`src/rtl/wipe_pkg.sv`:
```
// Shared constants and state encoding for the chip erase sequencer.
// Assumes a byte-wide memory whose command set uses the values below.
package wipe_pkg;
    localparam int DW = 8;

    localparam logic [DW-1:0] OP_ERASE  = 8'h20;
    localparam logic [DW-1:0] OP_VERIFY = 8'hA0;
    localparam logic [DW-1:0] OP_READ   = 8'h00;
    localparam logic [DW-1:0] ERASED    = 8'hFF;

    typedef enum logic [2:0] {
        ST_IDLE,
        ST_SETUP,
        ST_CONFIRM,
        ST_PULSE,
        ST_VFY_CMD,
        ST_VFY_READ,
        ST_EXIT
    } wipe_state_e;
endpackage

```
`src/rtl/wipe_bus_engine.sv`:
```
// Runs one memory bus cycle of CYC_LEN clocks whenever go is seen while idle.
// Address, data and direction are captured at launch and held for the cycle.
// Write: write strobe low for the first CYC_LEN-1 clocks, high in the last.
// Read: read strobe low for all CYC_LEN clocks. last marks the final clock.
// Assumes CYC_LEN >= 2 and that go drops or changes meaning after last.
module wipe_bus_engine #(
    parameter int ADDR_W  = 17,
    parameter int DW      = 8,
    parameter int CYC_LEN = 4
) (
    input  logic              clk,
    input  logic              rst_n,
    input  logic              go,
    input  logic              wr,
    input  logic [ADDR_W-1:0] addr_in,
    input  logic [DW-1:0]     data_in,
    output logic [ADDR_W-1:0] addr_o,
    output logic [DW-1:0]     data_o,
    output logic              drive_o,
    output logic              ce_n,
    output logic              we_n,
    output logic              oe_n,
    output logic              last
);
    localparam int CW = (CYC_LEN > 1) ? $clog2(CYC_LEN) : 1;
    localparam logic [CW-1:0] LAST_TICK = CW'(CYC_LEN - 1);

    logic          active;
    logic          wr_q;
    logic [CW-1:0] tick;

    // Launch, step and retire a bus cycle; capture its operands at launch.
    always_ff @(posedge clk) begin
        if (!rst_n) begin
            active <= 1'b0;
            wr_q   <= 1'b0;
            tick   <= '0;
            addr_o <= '0;
            data_o <= '0;
        end else if (active) begin
            if (tick == LAST_TICK) begin
                active <= 1'b0;
            end else begin
                tick <= tick + 1'b1;
            end
        end else if (go) begin
            active <= 1'b1;
            tick   <= '0;
            wr_q   <= wr;
            addr_o <= addr_in;
            data_o <= data_in;
        end
    end

    // Derive the strobes from the cycle position.
    always_comb begin
        last    = active && (tick == LAST_TICK);
        ce_n    = !active;
        we_n    = !(active && wr_q && (tick != LAST_TICK));
        oe_n    = !(active && !wr_q);
        drive_o = active && wr_q;
    end
endmodule

```
`src/rtl/wipe_pulse_timer.sv`:
```
// Counts the erase pulse width. While run is high the count advances, and
// expired rises in the run's PULSE_CLKS-th clock. Dropping run clears it.
// Assumes PULSE_CLKS >= 1.
module wipe_pulse_timer #(
    parameter int PULSE_CLKS = 1000
) (
    input  logic clk,
    input  logic rst_n,
    input  logic run,
    output logic expired
);
    localparam int TW = $clog2(PULSE_CLKS + 1);
    localparam logic [TW-1:0] END_CNT = TW'(PULSE_CLKS - 1);

    logic [TW-1:0] cnt;

    // Advance while the pulse is open, restart from zero otherwise.
    always_ff @(posedge clk) begin
        if (!rst_n || !run) begin
            cnt <= '0;
        end else if (!expired) begin
            cnt <= cnt + 1'b1;
        end
    end

    // Flag the final clock of the pulse.
    always_comb expired = run && (cnt == END_CNT);
endmodule

```
`src/rtl/wipe_progress.sv`:
```
// Holds the verify address and the number of erase pulses spent in a run.
// clear restarts both, addr_step moves to the next location and pulse_step
// records one more pulse. Assumes MAX_PULSES >= 1.
module wipe_progress #(
    parameter int ADDR_W     = 17,
    parameter int MAX_PULSES = 1000
) (
    input  logic              clk,
    input  logic              rst_n,
    input  logic              clear,
    input  logic              addr_step,
    input  logic              pulse_step,
    output logic [ADDR_W-1:0] addr,
    output logic              addr_last,
    output logic              budget_spent
);
    localparam int PW = $clog2(MAX_PULSES + 1);
    localparam logic [PW-1:0] LIMIT = PW'(MAX_PULSES);

    logic [PW-1:0] pulses;

    // Track the verify address across pulses.
    always_ff @(posedge clk) begin
        if (!rst_n || clear) begin
            addr <= '0;
        end else if (addr_step) begin
            addr <= addr + 1'b1;
        end
    end

    // Count erase pulses issued in this run.
    always_ff @(posedge clk) begin
        if (!rst_n || clear) begin
            pulses <= '0;
        end else if (pulse_step && !budget_spent) begin
            pulses <= pulses + 1'b1;
        end
    end

    // Report the end of the array and an exhausted budget.
    always_comb begin
        addr_last    = &addr;
        budget_spent = (pulses == LIMIT);
    end
endmodule

```
`src/rtl/chip_wipe_seq.sv`:
```
// Full-chip erase sequencer. On start it raises the high-voltage enable and
// then loops: a 20H/20H pulse, a timed wait, and A0H-plus-read checks that
// walk upward from the resume address. A failing location triggers another
// pulse unless the budget is spent. The run ends with a 00H write and a
// done or fail verdict. Assumes the memory answers reads within CYC_LEN clocks.
module chip_wipe_seq #(
    parameter int ADDR_W     = 17,
    parameter int CYC_LEN    = 4,
    parameter int PULSE_CLKS = 1000,
    parameter int MAX_PULSES = 1000
) (
    input  logic                      clk,
    input  logic                      rst_n,
    input  logic                      start,
    output logic                      busy,
    output logic                      done,
    output logic                      fail,
    output logic [ADDR_W-1:0]         fl_addr,
    output logic [wipe_pkg::DW-1:0]   fl_wdata,
    output logic                      fl_drive,
    input  logic [wipe_pkg::DW-1:0]   fl_rdata,
    output logic                      fl_ce_n,
    output logic                      fl_we_n,
    output logic                      fl_oe_n,
    output logic                      fl_vpp_en
);
    import wipe_pkg::*;

    wipe_state_e       state;
    logic              verdict_bad;
    logic              bus_go;
    logic              bus_wr;
    logic [DW-1:0]     bus_cmd;
    logic              bus_last;
    logic              pulse_done;
    logic [ADDR_W-1:0] cur_addr;
    logic              at_last;
    logic              spent;
    logic              accept;
    logic              byte_ok;

    // Pick the bus operation that belongs to each state.
    always_comb begin
        bus_go  = 1'b0;
        bus_wr  = 1'b1;
        bus_cmd = OP_READ;
        case (state)
            ST_SETUP, ST_CONFIRM: begin bus_go = 1'b1; bus_cmd = OP_ERASE;  end
            ST_VFY_CMD:           begin bus_go = 1'b1; bus_cmd = OP_VERIFY; end
            ST_VFY_READ:          begin bus_go = 1'b1; bus_wr  = 1'b0;      end
            ST_EXIT:              begin bus_go = 1'b1; bus_cmd = OP_READ;   end
            default:              ;
        endcase
        accept  = (state == ST_IDLE) && start;
        byte_ok = (fl_rdata == ERASED);
        busy    = (state != ST_IDLE);
    end

    // Step the erase/verify sequence and post the verdict.
    always_ff @(posedge clk) begin
        if (!rst_n) begin
            state       <= ST_IDLE;
            verdict_bad <= 1'b0;
            done        <= 1'b0;
            fail        <= 1'b0;
            fl_vpp_en   <= 1'b0;
        end else begin
            case (state)
                ST_IDLE: if (start) begin
                    state     <= ST_SETUP;
                    done      <= 1'b0;
                    fail      <= 1'b0;
                    fl_vpp_en <= 1'b1;
                end
                ST_SETUP:   if (bus_last)   state <= ST_CONFIRM;
                ST_CONFIRM: if (bus_last)   state <= ST_PULSE;
                ST_PULSE:   if (pulse_done) state <= ST_VFY_CMD;
                ST_VFY_CMD: if (bus_last)   state <= ST_VFY_READ;
                ST_VFY_READ: if (bus_last) begin
                    if (byte_ok) begin
                        if (at_last) begin
                            state       <= ST_EXIT;
                            verdict_bad <= 1'b0;
                        end else begin
                            state <= ST_VFY_CMD;
                        end
                    end else if (spent) begin
                        state       <= ST_EXIT;
                        verdict_bad <= 1'b1;
                    end else begin
                        state <= ST_SETUP;
                    end
                end
                ST_EXIT: if (bus_last) begin
                    state     <= ST_IDLE;
                    done      <= !verdict_bad;
                    fail      <= verdict_bad;
                    fl_vpp_en <= 1'b0;
                end
                default: state <= ST_IDLE;
            endcase
        end
    end

    wipe_bus_engine #(
        .ADDR_W (ADDR_W),
        .DW     (DW),
        .CYC_LEN(CYC_LEN)
    ) u_bus (
        .clk    (clk),
        .rst_n  (rst_n),
        .go     (bus_go),
        .wr     (bus_wr),
        .addr_in(cur_addr),
        .data_in(bus_cmd),
        .addr_o (fl_addr),
        .data_o (fl_wdata),
        .drive_o(fl_drive),
        .ce_n   (fl_ce_n),
        .we_n   (fl_we_n),
        .oe_n   (fl_oe_n),
        .last   (bus_last)
    );

    wipe_pulse_timer #(
        .PULSE_CLKS(PULSE_CLKS)
    ) u_timer (
        .clk    (clk),
        .rst_n  (rst_n),
        .run    (state == ST_PULSE),
        .expired(pulse_done)
    );

    wipe_progress #(
        .ADDR_W    (ADDR_W),
        .MAX_PULSES(MAX_PULSES)
    ) u_prog (
        .clk         (clk),
        .rst_n       (rst_n),
        .clear       (accept),
        .addr_step   ((state == ST_VFY_READ) && bus_last && byte_ok && !at_last),
        .pulse_step  ((state == ST_CONFIRM) && bus_last),
        .addr        (cur_addr),
        .addr_last   (at_last),
        .budget_spent(spent)
    );
endmodule

```
`config.mk`:
```
export PLATFORM = sky130hd
export DESIGN_NAME = chip_wipe_seq
export DESIGN_NICKNAME = d
export VERILOG_FILES = /design/src/rtl/wipe_pkg.sv /design/src/rtl/wipe_bus_engine.sv /design/src/rtl/wipe_pulse_timer.sv /design/src/rtl/wipe_progress.sv /design/src/rtl/chip_wipe_seq.sv
export SDC_FILE = /design/constraint.sdc
export NUM_CORES = 1
export LEC_CHECK = 0
export ABC_AREA = 1
export BUFFER_PORTS_ARGS = -buffer_cell sky130_fd_sc_hd__buf_2
export CAP_MARGIN = 20
export CORE_AREA = 2 2 100 63
export CTS_BUF_LIST = sky130_fd_sc_hd__clkbuf_8
export CTS_CLUSTER_DIAMETER = 120
export DETAILED_ROUTE_END_ITERATION = 16
export DIE_AREA = 0 0 102 65
export PLACE_DENSITY = 0.9
export SYNTH_ARGS = -nofsm -noshare
export SYNTH_HDL_FRONTEND = slang
export SYNTH_SLANG_ARGS = --single-unit
export TNS_END_PERCENT = 10
```
`constraint.sdc`:
```
create_clock -name clk -period 2.7 [get_ports clk]
set_input_delay 0.54 -clock clk [delete_from_list [all_inputs] [get_ports clk]]
set_output_delay 0.54 -clock clk [all_outputs]
set_load 0.03 [all_outputs]
```
==> impl_metrics.csv <==
group,metric,value,unit
outcome,status,"complete, no violations",
global_routing,grt_overflow,0,
global_routing,grt_max_degree,23,
timing,hold_slack,0.444,ns
synth,ys_seq_area_share,40.1,%
critical_path,worst-r2r-setup-slack,0.40,ns
synth,synth.distinct_cells,31,
timing,final_max_slew_viol_count,0,
timing,skew,0.0119,ns
clock_tree,path_clk_slew,0.07,ns
critical_path,arrival,2.53,ns
detailed_routing,vias_per_cell,5.33,
critical_path,cp_max_fo,14,
detailed_routing,drc_errors,0,
timing,rsz0062_at_grt,"no",
critical_path,critical-path-top-delay-family,"simple AND/OR/NAND/NOR gates",
critical_path,cp-end-kind,"flop",
die,io_pins,44,
synth,synth_warnings,0,
critical_path,worstSetupEndpoint,"u_prog.addr[16]",
critical_path,criticalPathCategory,"reg -> reg",
global_routing,grt_pass1_wl,13100,um
critical_path,path_cells,"ha_1, inv_1, nor2_1, nand4_1, nor4_1, ha_1, inv_1, nand4_1, nor2_4, o21ai_0, nor2_1",
cells_and_area,area_growth,13.1,%
timing,slew_headroom,64.9,%
clock_tree,post_cts_resized,0,
global_routing,antenna_found_initial,0,
synth,syn_inst,485,
detailed_routing,drt_iter0_drc,269,
timing,max_clock_freq,435,MHz
detailed_routing,via_count,3274,
cells_and_area,final_util,64.9,%
timing,setup_violations,0,
power,seq_power_share,38.8,%
power,p_leak,0.00153,uW
critical_path,critPathSlowestCell,"dfxtp_1",
clock_tree,cts_buffer_depth,2,
place,gp_congestion,0.966,
timing,post-route-period-util,85.2,%
power,p_sw,1330,uW
die,dieArea,6630,um^2
clock_tree,cts_tree,"yes",
critical_path,r2r_start,"u_prog.addr[0]",
die,die_x,102,um
critical_path,r2r_end,"u_prog.addr[16]",
timing,finalSetupTns,0,ns
cells_and_area,final_nets,543,
clock_tree,htreeDepth,3,
clock_tree,hold_buffers,0,
clock_tree,cts_root_buffer,"clkbuf_8",
place,port_buffers,37,
die,std_cell_rows,22,
cells_and_area,final_cell_mix,"nand2_1, inv_1, dfxtp_1, a21oi_1, nor2_1",
critical_path,required,2.93,ns
cells_and_area,fillers,520,
cells_and_area,drive_above_1_share,12.8,%
power,peakVddDrop,496,uV
place,place_hpwl,5700,um
timing,worst-slew-pin-transition,0.523,ns
critical_path,cp.depth,11,
run,cap_viol_max_count,0,
cells_and_area,multiInputGateArea,1640,um^2
clock_tree,cts_sinks,67,
cells_and_area,final_area,3780,um^2
cells_and_area,seq_area,1340,um^2
critical_path,r2r_cells,11,
die,die-height,65,um
synth,synth_area_per_cell,6.90,um^2
detailed_routing,wl_per_cell,12.8,um
power,pwr-share-comb,35.9,%
critical_path,worst_path_largest_cell_delay,0.40,ns
die,start_util,57.3,%
detailed_routing,drt-pass1-iter-count,7,
power,clockPowerShare,25.3,%
min_path,hold_class,"reg -> reg",
die,core-area,5840,um^2
critical_path,startpoint,"u_prog.addr[0]",
critical_path,start_kind,"flop",
power,intPower,1940,uW
place,post_dp_cell_area,3590,um^2
synth,syn_area,3350,um^2
detailed_routing,ant_nets,0,
clock_tree,cts_buffers,9,
global_routing,grt_pass1_vias,2988,
detailed_routing,wl,7840,um
clock_tree,clock_latency,0.35,ns
critical_path,worst-path-buf-inv,2,
power,power_density,864,nW/um^2
min_path,min_from,"u_bus.addr_o[5]",
global_routing,grt_usage,25.4,%
cells_and_area,layout_commonest_cell,"nand2_1",
clock_tree,cts_setup_buffers,0,
synth,ys_seq_elements,67,
timing,fin_crit,2.30,ns
power,switching_share,40.6,%
timing,hold_viol_final,0,
cells_and_area,diodes,0,
## power by group through the flow
stage	Clock [uW]	Combinational, uW	Sequential, uW
floorplan	0	591	1530
global placement	0	1130	1280
detailed placement	0	1160	1290
CTS	839	1170	1270
global route	886	1290	1290
finish	827	1180	1270
## Yosys cell counts (all sizes together)
cell type	count	share of area [%]
nand2	115	13
inv	75	8.4
dfxtp	67	40
a21oi	56	8.6
nor2	39	4.6
nand3	31	4.9
o21ai	30	4.5
nor3	17	3.2
nand4	14	3.1
buf	10	2.2
clkbuf	7	0.79
ha	6	2.2
xor2	4	1.0
nand3b	3	0.67
xnor2	3	0.79
nor4	2	0.37
o21a	2	0.45
a211oi	1	0.22
and3	1	0.22
conb	1	0.11
nor3b	1	0.22
## worst register-to-register path: cells and delay by family (launching register included)
kind                     cells  cell delay (ns)
flip-flops                   1             0.40
adder cells (fa/ha/maj)      2             0.51
AO/OA/AOI/OAI                1             0.23
AND/OR/NAND/NOR              6             0.91
buffers and inverters        2             0.15
## area by class of cell
cell class | instances | area share (%)
Multi-Input combinational cell | 331 | 43.3
Clock buffer | 11 | 4.00
Inverter | 75 | 7.44
Timing Repair Buffer | 42 | 5.88
Sequential cell | 67 | 35.4
Clock inverter | 4 | 1.12
Tap cell | 84 | 2.78
## worst min path at each step
stage,depth (start not counted),slack [ns],end
after CTS,2,0.45,u_bus.addr_o[5]
after global placement,2,0.43,u_bus.addr_o[3]
final,2,0.44,u_bus.addr_o[5]
after detailed placement,2,0.44,u_bus.addr_o[12]
after floorplan,1,0.43,u_bus.tick[0]
after global routing,2,0.47,u_bus.addr_o[4]
## cells by family after synthesis
logic type               after synthesis  synth area share, %
other                                  1                0.112
AND/OR/NAND/NOR                      223                 30.5
buffers and inverters                 92                 11.4
adder cells (fa/ha/maj)                6                 2.24
flip-flops                            67                 40.1
XOR/XNOR                               7                 1.83
AO/OA/AOI/OAI                         89                 13.8
## per-stage QoR
| step | worst slack, ns | cells | power, uW |
|---|---|---|---|
| floorplan | 0.566 | 490 | 2120 |
| global placement | 0.642 | 599 | 2400 |
| global route | 0.226 | 614 | 3470 |
| finish | 0.400 | 614 | 3270 |
| CTS | 0.454 | 614 | 3280 |
| detailed placement | 0.470 | 599 | 2450 |
## flip-flops by register name (all words and copies together) (netlist names)
signal,count
done,1
fail,1
fl_vpp_en,1
state,3
u_bus.active,1
u_bus.addr_o,17
u_bus.data_o,2
u_bus.tick,2
u_bus.wr_q,1
u_prog.addr,17
u_prog.pulses,10
u_timer.cnt,10
verdict_bad,1
## routing by layer
| layer | routed length, um | GRT usage, % | vias to the layer above | part of all wire [%] |
|---|---|---|---|---|
| li1 | - | - | 1637 | - |
| met4 | 174 | 10.0 | 0 | 2.2 |
| met3 | 733 | 9.49 | 22 | 9.3 |
| met1 | 3420 | 31.9 | 1442 | 44 |
| met2 | 3510 | 39.7 | 173 | 45 |
| met5 | 0 | 0 | - | 0 |
Note: power is estimated with default switching activity, not from simulation.
